[src/rtl/sysgen_pkg.sv]
`timescale 1ns/1ps
package sysgen_pkg;
  localparam int SFR_DW = 8;
  localparam int DIV_W  = 3;

  // Field positions within the register byte
  localparam int FLD_SHUT  = 7;
  localparam int FLD_RSV   = 6;
  localparam int FLD_FIRST = 5;
  localparam int FLD_TCLR  = 4;
  localparam int FLD_HOLD  = 3;

  typedef enum logic [1:0] {
    ST_RUN  = 2'd0,
    ST_SHUT = 2'd1,
    ST_WAKE = 2'd2
  } pwrState_t;

  typedef struct packed {
    logic cfgWr;    // load hold and divider fields
    logic tickClr;  // clear real-time counter
  } ctlStrobe_t;
endpackage

[src/rtl/sysgenClkDiv.sv]
`timescale 1ns/1ps
module sysgenClkDiv #(
  parameter int DIV_W = 3
) (
  input  logic             clk,
  input  logic             rstN,
  input  logic [DIV_W-1:0] divSel,
  output logic             clkEn
);
  localparam int PRE_W = (1 << DIV_W) - 1;

  logic [PRE_W-1:0] preCnt;
  logic [DIV_W-1:0] activeDiv;
  logic [PRE_W-1:0] mask;
  logic             wrapNow;

  assign wrapNow = &preCnt;

  always_ff @(posedge clk or negedge rstN) begin
    if (!rstN) begin
      preCnt    <= '0;
      activeDiv <= '0;
    end else begin
      preCnt <= preCnt + 1'b1;
      if (wrapNow) activeDiv <= divSel;
    end
  end

  // Low bits of the prescaler that must all be set for a pulse
  for (genvar i = 0; i < PRE_W; i++) begin : gMask
    assign mask[i] = int'(activeDiv) > i;
  end

  assign clkEn = (preCnt & mask) == mask;
endmodule

[src/rtl/sysgenRtcTick.sv]
`timescale 1ns/1ps
module sysgenRtcTick #(
  parameter int TICK_DIV = 123,
  parameter int TICK_W   = 16
) (
  input  logic              clk,
  input  logic              rstN,
  input  logic              tickClr,
  output logic [TICK_W-1:0] tickCount
);
  localparam int PRE_W = (TICK_DIV > 2) ? $clog2(TICK_DIV) : 1;
  localparam logic [PRE_W-1:0] PRE_LAST = PRE_W'(TICK_DIV - 1);

  logic [PRE_W-1:0] preQ;

  always_ff @(posedge clk or negedge rstN) begin
    if (!rstN) begin
      preQ      <= '0;
      tickCount <= '0;
    end else if (tickClr) begin
      preQ      <= '0;
      tickCount <= '0;
    end else if (preQ == PRE_LAST) begin
      preQ      <= '0;
      tickCount <= tickCount + 1'b1;
    end else begin
      preQ <= preQ + 1'b1;
    end
  end
endmodule

[src/rtl/sysgenDp.sv]
`timescale 1ns/1ps
module sysgenDp
  import sysgen_pkg::*;
#(
  parameter int                ADDR_W   = 8,
  parameter logic [ADDR_W-1:0] SFR_ADDR = 8'hBE,
  parameter int                GPIO_W   = 8,
  parameter int                TICK_DIV = 123,
  parameter int                TICK_W   = 16
) (
  input  logic              clk,
  input  logic              rstN,
  input  ctlStrobe_t        strobe,
  input  logic              holdIn,
  input  logic [DIV_W-1:0]  divIn,
  input  logic [ADDR_W-1:0] sfrAddr,
  input  logic              battPowerUp,
  input  logic [GPIO_W-1:0] gpioOutReq,
  output logic [GPIO_W-1:0] gpioOut,
  output logic [SFR_DW-1:0] sfrRdData,
  output logic              portHold,
  output logic              clkEn,
  output logic [TICK_W-1:0] tickCount
);
  logic              holdQ;
  logic [DIV_W-1:0]  divQ;
  logic              firstQ;
  logic [GPIO_W-1:0] frozenQ;

  always_ff @(posedge clk or negedge rstN) begin
    if (!rstN) begin
      holdQ   <= 1'b0;
      divQ    <= '0;
      firstQ  <= 1'b0;
      frozenQ <= '0;
    end else begin
      if (strobe.cfgWr) begin
        holdQ <= holdIn;
        divQ  <= divIn;
      end
      if (battPowerUp) firstQ <= 1'b1;
      if (!holdQ) frozenQ <= gpioOutReq;
    end
  end

  assign gpioOut  = holdQ ? frozenQ : gpioOutReq;
  assign portHold = holdQ;

  always_comb begin
    sfrRdData = '0;
    if (sfrAddr == SFR_ADDR) begin
      sfrRdData[FLD_FIRST]   = firstQ;
      sfrRdData[FLD_HOLD]    = holdQ;
      sfrRdData[DIV_W-1:0]   = divQ;
    end
  end

  sysgenClkDiv #(
    .DIV_W(DIV_W)
  ) uDiv (
    .clk   (clk),
    .rstN  (rstN),
    .divSel(divQ),
    .clkEn (clkEn)
  );

  sysgenRtcTick #(
    .TICK_DIV(TICK_DIV),
    .TICK_W  (TICK_W)
  ) uTick (
    .clk      (clk),
    .rstN     (rstN),
    .tickClr  (strobe.tickClr),
    .tickCount(tickCount)
  );
endmodule

[src/rtl/sysgenCtl.sv]
`timescale 1ns/1ps
module sysgenCtl
  import sysgen_pkg::*;
#(
  parameter int                ADDR_W     = 8,
  parameter logic [ADDR_W-1:0] SFR_ADDR   = 8'hBE,
  parameter int                GPIO_W     = 8,
  parameter int                WAKE_PULSE = 4
) (
  input  logic              clk,
  input  logic              rstN,
  input  logic [ADDR_W-1:0] sfrAddr,
  input  logic              sfrWrEn,
  input  logic              shutBit,
  input  logic              clrBit,
  input  logic [GPIO_W-1:0] gpioIn,
  input  logic              portHold,
  output ctlStrobe_t        strobe,
  output logic              shutdownReq,
  output logic              wakeReset
);
  localparam int WAKE_W = (WAKE_PULSE > 2) ? $clog2(WAKE_PULSE) : 1;
  localparam logic [WAKE_W-1:0] WAKE_LOAD = WAKE_W'(WAKE_PULSE - 1);

  pwrState_t         stateQ;
  logic [WAKE_W-1:0] wakeCnt;
  logic [GPIO_W-1:0] gpioPrev;
  logic              pendQ;
  logic              shutQ;
  logic              wrHit;
  logic              anyFall;
  logic              enterShut;
  logic              enterWake;

  assign wrHit     = sfrWrEn && (sfrAddr == SFR_ADDR);
  assign anyFall   = |(gpioPrev & ~gpioIn);
  assign enterShut = (stateQ == ST_RUN) && wrHit && shutBit;
  assign enterWake = (stateQ == ST_SHUT) && (anyFall || pendQ);

  assign strobe.cfgWr   = wrHit;
  assign strobe.tickClr = wrHit && clrBit;

  always_ff @(posedge clk or negedge rstN) begin
    if (!rstN) begin
      stateQ   <= ST_RUN;
      wakeCnt  <= '0;
      gpioPrev <= '0;
      pendQ    <= 1'b0;
      shutQ    <= 1'b0;
    end else begin
      gpioPrev <= gpioIn;
      shutQ    <= enterShut;

      if (enterWake)                            pendQ <= 1'b0;
      else if (!portHold)                       pendQ <= 1'b0;
      else if ((stateQ == ST_RUN) && anyFall)   pendQ <= 1'b1;

      unique case (stateQ)
        ST_RUN: begin
          if (enterShut) stateQ <= ST_SHUT;
        end
        ST_SHUT: begin
          if (enterWake) begin
            stateQ  <= ST_WAKE;
            wakeCnt <= WAKE_LOAD;
          end
        end
        ST_WAKE: begin
          if (wakeCnt == '0) stateQ <= ST_RUN;
          else               wakeCnt <= wakeCnt - 1'b1;
        end
        default: stateQ <= ST_RUN;
      endcase
    end
  end

  assign shutdownReq = shutQ;
  assign wakeReset   = (stateQ == ST_WAKE);
endmodule

[src/rtl/sysPowerClkCtl.sv]
`timescale 1ns/1ps
module sysPowerClkCtl
  import sysgen_pkg::*;
#(
  parameter int                ADDR_W     = 8,
  parameter logic [ADDR_W-1:0] SFR_ADDR   = 8'hBE,
  parameter int                GPIO_W     = 8,
  parameter int                TICK_DIV   = 123,
  parameter int                TICK_W     = 16,
  parameter int                WAKE_PULSE = 4
) (
  input  logic              clk,
  input  logic              rstN,
  input  logic [ADDR_W-1:0] sfrAddr,
  input  logic [7:0]        sfrWrData,
  input  logic              sfrWrEn,
  output logic [7:0]        sfrRdData,
  input  logic [GPIO_W-1:0] gpioIn,
  input  logic [GPIO_W-1:0] gpioOutReq,
  output logic [GPIO_W-1:0] gpioOut,
  input  logic              battPowerUp,
  output logic              shutdownReq,
  output logic              wakeReset,
  output logic              clkEn,
  output logic [TICK_W-1:0] tickCount
);
  ctlStrobe_t strobe;
  logic       portHold;

  sysgenCtl #(
    .ADDR_W    (ADDR_W),
    .SFR_ADDR  (SFR_ADDR),
    .GPIO_W    (GPIO_W),
    .WAKE_PULSE(WAKE_PULSE)
  ) uCtl (
    .clk        (clk),
    .rstN       (rstN),
    .sfrAddr    (sfrAddr),
    .sfrWrEn    (sfrWrEn),
    .shutBit    (sfrWrData[FLD_SHUT]),
    .clrBit     (sfrWrData[FLD_TCLR]),
    .gpioIn     (gpioIn),
    .portHold   (portHold),
    .strobe     (strobe),
    .shutdownReq(shutdownReq),
    .wakeReset  (wakeReset)
  );

  sysgenDp #(
    .ADDR_W  (ADDR_W),
    .SFR_ADDR(SFR_ADDR),
    .GPIO_W  (GPIO_W),
    .TICK_DIV(TICK_DIV),
    .TICK_W  (TICK_W)
  ) uDp (
    .clk        (clk),
    .rstN       (rstN),
    .strobe     (strobe),
    .holdIn     (sfrWrData[FLD_HOLD]),
    .divIn      (sfrWrData[DIV_W-1:0]),
    .sfrAddr    (sfrAddr),
    .battPowerUp(battPowerUp),
    .gpioOutReq (gpioOutReq),
    .gpioOut    (gpioOut),
    .sfrRdData  (sfrRdData),
    .portHold   (portHold),
    .clkEn      (clkEn),
    .tickCount  (tickCount)
  );
endmodule

[config.mk]
export PLATFORM = sky130hd
export DESIGN_NAME = sysPowerClkCtl
export DESIGN_NICKNAME = d
export VERILOG_FILES = /design/src/rtl/sysgen_pkg.sv /design/src/rtl/sysgenClkDiv.sv /design/src/rtl/sysgenRtcTick.sv /design/src/rtl/sysgenDp.sv /design/src/rtl/sysgenCtl.sv /design/src/rtl/sysPowerClkCtl.sv
export SDC_FILE = /design/constraint.sdc
export NUM_CORES = 1
export LEC_CHECK = 0
export CAP_MARGIN = 5
export CELL_PAD_IN_SITES_DETAIL_PLACEMENT = 0
export CELL_PAD_IN_SITES_GLOBAL_PLACEMENT = 1
export CORE_MARGIN = 3
export CORE_UTILIZATION = 43
export DETAILED_ROUTE_END_ITERATION = 10
export DONT_BUFFER_PORTS = 1
export GPL_TIMING_DRIVEN = 1
export PLACE_DENSITY_LB_ADDON = 0.05
export SLEW_MARGIN = 20
export SYNTH_ARGS = -nofsm -noshare
export SYNTH_HDL_FRONTEND = slang
export SYNTH_SLANG_ARGS = --single-unit
[constraint.sdc]
create_clock -name clk -period 2.1 [get_ports clk]
set_input_delay 0.315 -clock clk [delete_from_list [all_inputs] [get_ports clk]]
set_output_delay 0.315 -clock clk [all_outputs]
set_load 0.02 [all_outputs]
==> results.yml, run 1 <==
outcome:
  status: "complete, no violations"
worst_setup_path:
  crit_chain: "inv_1 -> ha_2 -> nand4b_4 -> or4_4 -> or4_4 -> a21oi_2"
  slowest_stage: "or4_4"
  cp.buffers_inverters: 1
  cp_max_fo: 7
  critPathLaunch: "uDp.uTick.preQ[0]"
  worst_setup_path_start_kind: "register"
  cp.arrival_ns: 2.31
  crit_family: "simple AND/OR/NAND/NOR gates"
  endpoint_kind: "register"
  crit_required_ns: 2.35
  slowest_delay_ns: 0.57
  r2r-start: "uDp.uTick.preQ[0]"
  worstSetupPathType: "register to register"
  crit_path_frequent_cell: "or4_4"
place:
  portBuffers: 0
  place_area_um2: 2810
  dp.cells: 318
  place_ws_ns: 0.0450
  hpwl_um: 4020
  gp_congestion: 0.749
cells_and_area:
  area_growth_pct: 17.5
  multi_input_area_um2: 1090
  drive_above_1_share: 0.205
  nFillCells: 537
  seq_area_um2: 1500
  antenna_cells: 0
  layout.nets: 309
  stdcell_count: 348
  final_cell_area_um2: 3140
sta:
  fin_crit_ns: 2.06
  hold_viol: 0
  worst_slew_pin_slew_ns: 0.582
  finalCritPeriodShare: 0.980
  whs_ns: 0.0984
  rsz0062_at_grt: "yes"
  slew_viol_final: 0
  clock.fmax_ghz: 0.486
  fin_ws_ns: 0.0426
  skew_ns: 0.00982
  relSlewSlack: 0.607
  setup_violations: 0
routing:
  drtIter0Drc: 64
  dr_total_vias: 1866
  via_per_inst: 5.36
  route.antenna.remaining_nets: 0
  routed_wl_um: 5690
  topRoutingLayerUsed: "met5"
  wl_per_cell_um: 16.3
  wl_met1_um: 2520
  drt_pre_antenna_iters: 4
  wl_met3_um: 455
  drc: 0
  wl_met2_um: 2620
yosys:
  ys_async_sr_fraction: 1.00
  synth_edf_count: 0
  synthTopCellsByArea: "dfrtp_1 56%, mux2_2 6.3%, xnor2_1 3.9%"
  yosys.area.top_type: "dfrtp_1"
  ys.warnings.count: 0
  yosysUniqueCellTypes: 43
  synth.top_cell.area_share: 0.561
  syn-mean-instance-area_um2: 11.2
  ys_ff_latch: 60
  netlist_area_um2: 2680
  synth_flop_cell: "dfrtp_1"
  yosysSeqAreaShare: 0.561
  synthCells: 238
pwr:
  ir_drop_uv: 521
  finalPower_w: 0.00332
  combinationalPowerShare: 0.229
  sw_frac_of_total: 0.341
  p_clk_frac: 0.296
  p_leak_nw: 1.40
  p_int_w: 0.00219
  p_switching_w: 0.00113
  seqPwrFrac: 0.475
  powerDensity_nw_per_um2: 1060
global_route:
  antenna_found_initial: 2
  grt_pass1_wl_um: 9560
  grt-ovfl-total: 0
  grt_max_degree: 61
  track_usage: 0.170
  grt_pass1_vias: 1983
clock_network:
  path_clk_slew_ns: 0.06
  clk_latency_ns: 0.33
  htree_levels: 3
  cts_num_sinks: 60
  cts_buffer_depth: 2
  cts_tree: "built"
  cts_root_buf: "clkbuf_8"
  cts-buffers-inserted: 9
floorplan:
  die_area_um2: 7210
  num_rows: 28
  die_w_um: 84.9
  core_area_um2: 5990
  initial_utilization: 0.447
  die_h_um: 84.9
  pin_count: 71
min_path:
  hp-start: "battPowerUp"
  hold_class: "input port to register"
job:
  maxCapViolations: 0
## path summary, 6_finish.rpt
path	to	slack, ns	cells past startpoint
hold / removal	uDp.firstQ	0.1	1
max in group asynchronous	uDp.frozenQ[7]	1.33	2
min in group asynchronous	uDp.uDiv.preCnt[3]	0.52	2
setup reg to reg	uDp.uTick.tickCount[15]	0.04	6
hold reg to reg	uDp.firstQ	0.48	1
setup / recovery	uDp.uTick.tickCount[15]	0.04	6
## cell families after synthesis
group | share of synthesized area
AO/OA/AOI/OAI | 0.0818
XOR/XNOR | 0.0556
adder cells (fa/ha/maj) | 0.0234
buffers and inverters | 0.0379
flip-flops | 0.561
multiplexers | 0.0631
other | 0.00140
AND/OR/NAND/NOR | 0.176
## worst reg2reg max path, cell delays in order (launching register included)
cell and delay (ns):
dfrtp_1 0.41, inv_1 0.07, ha_2 0.19, nand4b_4 0.09, or4_4 0.57, or4_4 0.50, a21oi_2 0.15
## registers in the layout (all words and copies together), names as in the netlist
name and count:
uCtl.gpioPrev 8, uCtl.pendQ 1, uCtl.shutdownReq 1, uCtl.stateQ 2, uCtl.wakeCnt 2, uDp.divQ 3, uDp.firstQ 1, uDp.frozenQ 8
uDp.portHold 1, uDp.uDiv.activeDiv 3, uDp.uDiv.preCnt 7, uDp.uTick.preQ 7, uDp.uTick.tickCount 16
## cells in the final DEF (no fill, tap or decap), drive strengths merged, types with 2 or more instances in the layout
| cell type | n |
|---|---|
| xor2 | 5 |
| and4 | 2 |
| xnor2 | 12 |
| nand4 | 4 |
| buf | 14 |
| o21ai | 10 |
| a21oi | 11 |
| nor4 | 4 |
| ha | 5 |
| dfrtp | 60 |
| nand2 | 14 |
| and3 | 2 |
| nor3 | 4 |
| mux2 | 15 |
| clkinv | 3 |
| dlygate4sd3 | 9 |
| nor2 | 21 |
| and2 | 5 |
| nand3 | 8 |
| conb | 3 |
| o31ai | 2 |
| nand2b | 5 |
| nand4b | 3 |
| clkbuf | 12 |
| inv | 15 |
| o211ai | 2 |
| or4 | 3 |
| or3 | 7 |
## layer usage
metal | global-route usage | vias up
met5 | 0 | -
met4 | 0.0791 | 4
met3 | 0.0786 | 9
met2 | 0.260 | 58
met1 | 0.206 | 906
li1 | - | 889
## area by class of cell
class                           count  share of cell area
Multi-Input combinational cell    158               0.346
Inverter                           15              0.0179
Clock buffer                       11              0.0418
Tap cell                           75              0.0298
Sequential cell                    60               0.478
Timing Repair Buffer               24              0.0700
Clock inverter                      5              0.0167
## per-stage QoR
step / utilization / setup TNS, ns
3_3_place_gp: 0.469 / 0
5_1_grt: 0.525 / -0.0427
6_report: 0.525 / 0
2_1_floorplan: - / 0
4_1_cts: 0.519 / 0
3_5_place_dp: 0.469 / 0
## synthesized netlist by cell type, types with 2 or more instances
cell type  count
a21oi_1       10
and2_1         5
and3_1         2
and4_1         2
buf_4          3
clkbuf_1       3
dfrtp_1       60
ha_1           5
inv_1         15
mux2_2        15
nand2_1       13
nand2b_1       5
nand3_1        8
nand4_1        4
nand4b_1       2
nor2_1        21
nor3_1         4
nor4_1         4
o211ai_1       2
o21ai_0       10
o31ai_1        2
or3_1          4
or3_2          3
or4_4          2
xnor2_1       12
xor2_1         5
## power groups by stage
stage	logic, W	clock network [W]	registers (W)
final	0.000759	0.000982	0.00158
after global routing	0.000857	0.00107	0.00161
after CTS	0.000759	0.00101	0.00158
after detailed placement	0.000714	0	0.00160
after global placement	0.000688	0	0.00159
after floorplan	0.000492	0	0.00160
## timing repair
item,CTS,global route
hold endpoints to repair,68,0
gates resized for setup,0,2
setup endpoints to repair,0,3
hold buffers,10,0
buffers inserted,0,4
(Power assumes the default switching activity.)
==> inputs of run 2 (changes only) <==
CORE_UTILIZATION = 30   (was 43)
GPL_TIMING_DRIVEN = unset   (was 1)
==> run 2 against run 1 <==
Critical path depth down 1; register-to-register slack improved by 0.04 ns; count of clock-buffer cells in the layout grew 2; global-route usage shrank 4.1 points; core utilization down 13 points; clock skew up 0.00091 ns; non-clock buffer count increased by 2; critical path type is now register to primary output; largest cell class unchanged.
==> results.yml, run 2 (synthesis results as in run 1) <==
floorplan:
  die_h_um: 100
  num_rows: 33
  die_w_um: 100
  pin_count: 71
  initial_utilization: 0.318
  die_area_um2: 10100
  core_area_um2: 8420
worst_setup_path:
  cp.buffers_inverters: 2
  crit_family: "compound AO/OA/AOI/OAI gates"
  r2r-start: "uDp.uTick.preQ[0]"
  worst_setup_path_start_kind: "register"
  timing.rr.end: "uDp.uTick.tickCount[15]"
  crit_chain: "inv_1 -> o21ai_1 -> a221o_1 -> a222oi_1 -> buf_4"
  rr_worst_depth: 6
  endpoint_kind: "primary output"
  slowest_delay_ns: 0.41
  r2r_setup_slack_ns: 0.08
  critPathLaunch: "uDp.uDiv.activeDiv[2]"
  slowest_stage: "dfrtp_1"
  cp_max_fo: 5
  cp.arrival_ns: 1.73
  critical_path.endpoint: "clkEn"
  worstSetupPathType: "register to primary output"
  crit_required_ns: 1.78
  cp_num_cells: 5
pwr:
  p_leak_nw: 1.45
  ir_drop_uv: 397
  powerDensity_nw_per_um2: 1140
cells_and_area:
  nFillCells: 836
  area_growth_pct: 23.0
  layout_commonest_cell: "dfrtp_1"
  largest_reg_flops: 16
  top_regs: "uDp.uTick.tickCount: 16 flops, uCtl.gpioPrev: 8 flops, uDp.frozenQ: 8 flops"
  utilization: 0.391
  layout.nets: 312
  antenna_cells: 0
  final_cell_area_um2: 3290
  drive_above_1_share: 0.217
  largest_register: "uDp.uTick.tickCount"
  final_cell_mix: "60 x dfrtp_1, 21 x nor2_1, 16 x buf_4, 15 x inv_1, 15 x mux2_2"
sta:
  rsz0062_at_grt: "yes"
  setup_violations: 0
  finalCritPeriodShare: 0.972
  clock.fmax_ghz: 0.490
  whs_ns: 0.0811
  slew_viol_final: 0
  fin_tns_setup_ns: 0
  relSlewSlack: 0.523
  hold_viol: 0
  fin_ws_ns: 0.0580
  worst_slew_pin_slew_ns: 0.706
  fin_crit_ns: 2.04
  skew_ns: 0.0107
global_route:
  track_usage: 0.129
  grt_pass1_vias: 2011
  gr-usage-met2: 0.200
  gr-max-usage-layer: "met2"
  grt_util_met3: 0.0685
  grt_pass1_wl_um: 9940
  grt_max_degree: 61
  met1_usage: 0.155
  antenna_found_initial: 0
  grt-ovfl-total: 0
min_path:
  hold_class: "input port to register"
routing:
  drt_pre_antenna_iters: 4
  route.antenna.remaining_nets: 0
  drc: 0
  dr_total_vias: 1857
  via_per_inst: 4.87
  wl_per_cell_um: 16.4
  routed_wl_um: 6240
  drtIter0Drc: 70
clock_network:
  htree_levels: 3
  path_clk_slew_ns: 0.07
  cts_num_sinks: 60
  cts_root_buf: "clkbuf_8"
  cts-buffers-inserted: 9
  cts_buffer_depth: 2
  cts_tree: "built"
  clk_latency_ns: 0.34
place:
  gp_congestion: 0.695
  hpwl_um: 4300
  place_ws_ns: 0.0913
  portBuffers: 0
  place_area_um2: 2890
job:
  maxCapViolations: 0
outcome:
  status: "complete, no violations"
-- run 2: changes by cell type in the layout (fill, tap and decap cells not counted), sizes merged --
| cell | delta |
|---|---|
| clkinvlp | -1 |
| bufinv | +2 |
| clkbuf | +1 |
| or4 | +1 |
| buf | +3 |
| clkinv | -3 |
-- run 2: worst min-delay path by stage --
| stage | from | end | slack, ns | depth (start not counted) |
|---|---|---|---|---|
| finish | battPowerUp | uDp.firstQ | 0.08 | 1 |
| floorplan | rstN | uCtl.gpioPrev[0] | 0.02 | 0 |
| CTS | battPowerUp | uDp.firstQ | 0.06 | 1 |
| global route | battPowerUp | uDp.firstQ | 0.06 | 1 |
| detailed placement | rstN | uDp.uDiv.preCnt[4] | 0.02 | 0 |
| global placement | rstN | uDp.uDiv.preCnt[4] | 0.02 | 0 |
-- run 2: repair_timing --
action                                  CTS  global route
buffers inserted                          0             1
resized for setup                         0             2
cloned                                    0             1
hold buffers                             10             0
hold endpoints to repair                 68             0
pin swaps                                 1             4
endpoints found under the setup margin    1             2
-- run 2: final cells by class --
type,instances,area [µm²],share of cell area
flip-flops and latches,60,1500,0.456
inverters,15,56.3,0.0171
multi-input cells,159,1100,0.333
clock inverters,3,90.1,0.0274
clock buffers,13,179,0.0544
repair buffers,26,238,0.0722
well taps,105,131,0.0399
-- run 2: power breakdown --
group / total (W) / internal (W) / switching [W] / leakage, nW
clock: 0.00137 / 0.000919 / 0.000455 / 0.136
sequential: 0.00153 / 0.00132 / 0.000210 / 0.692
combinational: 0.000859 / 0.000350 / 0.000508 / 0.621
-- run 2: per-stage QoR --
stage               total power (W)  cells
floorplan                   0.00210    240
global placement            0.00236    353
detailed placement          0.00236    353
CTS                         0.00380    379
global route                0.00399    381
finish                      0.00377    381
-- run 2: routing by layer --
| metal | vias to the layer above | share of wire |
|---|---|---|
| met5 | - | 0 |
| met2 | 60 | 0.46 |
| met1 | 892 | 0.46 |
| met4 | 0 | 0.0058 |
| met3 | 3 | 0.080 |
| li1 | 902 | - |
==> inputs of run 3 (changes only) <==
ABC_AREA = 1   (was unset)
CORE_UTILIZATION = 41   (was 30)
==> run 3 against run 2 <==
Register-to-register slack gained 0.39 ns; synthesized cell count grew 51%; highest routed layer unchanged; power shrank 15%; largest cell class unchanged; final area is essentially flat; non-clock buffer count shrank 12; sequential power shrank 4%.
==> results.yml, run 3 <==
global_route:
  grt_pass1_wl_um: 9520
  grt_pass1_vias: 2017
  grt-ovfl-total: 0
  antenna_found_initial: 0
  track_usage: 0.158
  grt_max_degree: 61
yosys:
  synthCells: 360
  yosys.area.top_type: "dfrtp_1"
  ys.warnings.count: 0
  synth_flop_cell: "dfrtp_1"
  ys_async_sr_fraction: 1.00
  synth_edf_count: 0
  yosysUniqueCellTypes: 30
  ys_ff_latch: 60
  syn-mean-instance-area_um2: 7.96
  synth.top_cell.area_share: 0.524
  synthTopCellsByArea: "dfrtp_1 52%, nand2_1 15%, inv_1 7.5%"
  netlist_area_um2: 2860
  synthTopCellsByCount: "117 x nand2_1, 60 x dfrtp_1, 57 x inv_1"
  synth.most_common_cell: "nand2_1"
  yosysSeqAreaShare: 0.524
worst_setup_path:
  rr_worst_depth: 9
  worst_setup_path_start_kind: "register"
  r2r-start: "uDp.uTick.preQ[0]"
  crit_required_ns: 1.78
  cp_max_fo: 10
  endpoint_kind: "primary output"
  slowest_stage: "nor2_1"
  crit_chain: "clkinv_1 -> nor2_1"
  slowest_delay_ns: 0.41
  cp.arrival_ns: 1.32
  worstSetupPathType: "register to primary output"
  timing.rr.end: "uDp.uTick.tickCount[2]"
  r2r_setup_slack_ns: 0.47
cells_and_area:
  final_cell_mix: "117 x nand2_1, 60 x dfrtp_1, 57 x inv_1, 40 x nor2_1, 15 x o21ai_0"
  multi_input_area_um2: 1110
  nFillCells: 674
  area_growth_pct: 15.0
  largest_reg_flops: 16
  layout_commonest_cell: "nand2_1"
  final_cell_area_um2: 3290
  top_regs: "uDp.uTick.tickCount: 16 flops, uCtl.gpioPrev: 8 flops, uDp.frozenQ: 8 flops"
  largest_register: "uDp.uTick.tickCount"
  antenna_cells: 0
  layout.nets: 423
  drive_above_1_share: 0.0909
  seq_area_um2: 1500
clock_network:
  htree_levels: 3
  cts-buffers-inserted: 9
  cts-resized-gates: 0
  path_clk_slew_ns: 0.06
  cts_buffer_depth: 2
  cts_num_sinks: 60
  cts_root_buf: "clkbuf_8"
  cts_tree: "built"
  clk_latency_ns: 0.33
outcome:
  status: "complete, no violations"
routing:
  routed_wl_um: 5660
  wl_per_cell_um: 11.8
  dr_total_vias: 2171
  drt_pre_antenna_iters: 4
  drtIter0Drc: 138
  topRoutingLayerUsed: "met4"
  wl_met3_um: 398
  route.antenna.remaining_nets: 0
  wl_met2_um: 2620
  wl_met1_um: 2560
  drc: 0
  via_per_inst: 4.54
pwr:
  powerDensity_nw_per_um2: 969
  p_leak_nw: 1.80
  ir_drop_uv: 572
sta:
  clock.fmax_ghz: 0.611
  rsz0062_at_grt: "no"
  hold_viol: 0
  slew_viol_final: 0
  fin_tns_setup_ns: 0
  fin_crit_ns: 1.64
  whs_ns: 0.0934
  finalCritPeriodShare: 0.780
  skew_ns: 0.00317
  setup_violations: 0
min_path:
  hp-start: "battPowerUp"
  min_path_cells: 1
  hold_class: "input port to register"
  holdPathEnd: "uDp.firstQ"
floorplan:
  die_h_um: 89.6
  initial_utilization: 0.436
  die_w_um: 89.6
  num_rows: 29
  pin_count: 71
  die_area_um2: 8020
  core_area_um2: 6570
place:
  gp_congestion: 0.762
  hpwl_um: 4140
  portBuffers: 0
  place_area_um2: 2990
job:
  maxCapViolations: 0
-- run 3: cell count changes after synthesis, moves of 6 or more --
| cell | change |
|---|---|
| mux2_2 | -15 |
| xnor2_1 | -8 |
| nor2_1 | +19 |
| inv_1 | +42 |
| nand3_1 | +6 |
| nand2_1 | +104 |
-- run 3: power breakdown --
group          internal, W  switching (W)
clock network     0.000598       0.000413
logic             0.000253       0.000459
registers          0.00136       0.000109
-- run 3: kinds of logic after synthesis --
kind of cell    share of synthesized area
flops                               0.524
fa+ha+maj                          0.0218
xor+xnor                           0.0245
other cells                       0.00131
buf+inv                            0.0909
simple gates                        0.286
compound gates                     0.0516
-- run 3: timing repair --
item | CTS | global route
hold endpoints to repair | 68 | 0
endpoints found under the setup margin | 0 | 0
buffers inserted | 0 | 0
hold buffers | 10 | 0
-- run 3: worst max-delay path by stage --
| stage | from | to | slack, ns | cells after the start |
|---|---|---|---|---|
| CTS | uDp.uTick.preQ[0] | uDp.uTick.tickCount[2] | 0.40 | 9 |
| global route | uDp.uTick.preQ[0] | uDp.uTick.tickCount[2] | 0.23 | 9 |
| finish | uDp.portHold | sfrRdData[3] | 0.46 | 2 |
| global placement | uDp.uTick.preQ[0] | uDp.uTick.preQ[3] | 0.43 | 9 |
| detailed placement | uDp.uTick.preQ[0] | uDp.uTick.preQ[3] | 0.40 | 9 |
| floorplan | uDp.uTick.preQ[0] | uDp.uTick.tickCount[14] | 0.69 | 9 |
-- run 3: metrics by stage --
step | instances | utilization | worst slack (ns) | total power [W]
detailed placement | 454 | 0.455 | 0.402 | 0.00217
global placement | 454 | 0.455 | 0.432 | 0.00216
finish | 478 | 0.501 | 0.462 | 0.00319
global route | 478 | 0.501 | 0.235 | 0.00343
floorplan | 362 | - | 0.690 | 0.00204
CTS | 478 | 0.501 | 0.398 | 0.00325
-- run 3: layout make-up --
cell class                 instances  area share
sequential                        60       0.456
tap                               93      0.0353
timing repair buffer              14      0.0448
clock inverter                     2      0.0106
multi-input combinational        237       0.337
inverter                          60      0.0691
clock buffer                      12      0.0471
-- run 3: critical path: cells and delay by family, from the launching register on --
kind / cells / cell delay [ns]
simple gates: 1 / 0.41
flops: 1 / 0.35
buf+inv: 1 / 0.23
-- run 3: per-layer routing --
| layer | GRT usage | vias to the layer above |
|---|---|---|
| li1 | - | 1126 |
| met1 | 0.207 | 982 |
| met2 | 0.237 | 58 |
| met3 | 0.0620 | 5 |
| met4 | 0.0609 | 0 |
| met5 | 0 | - |
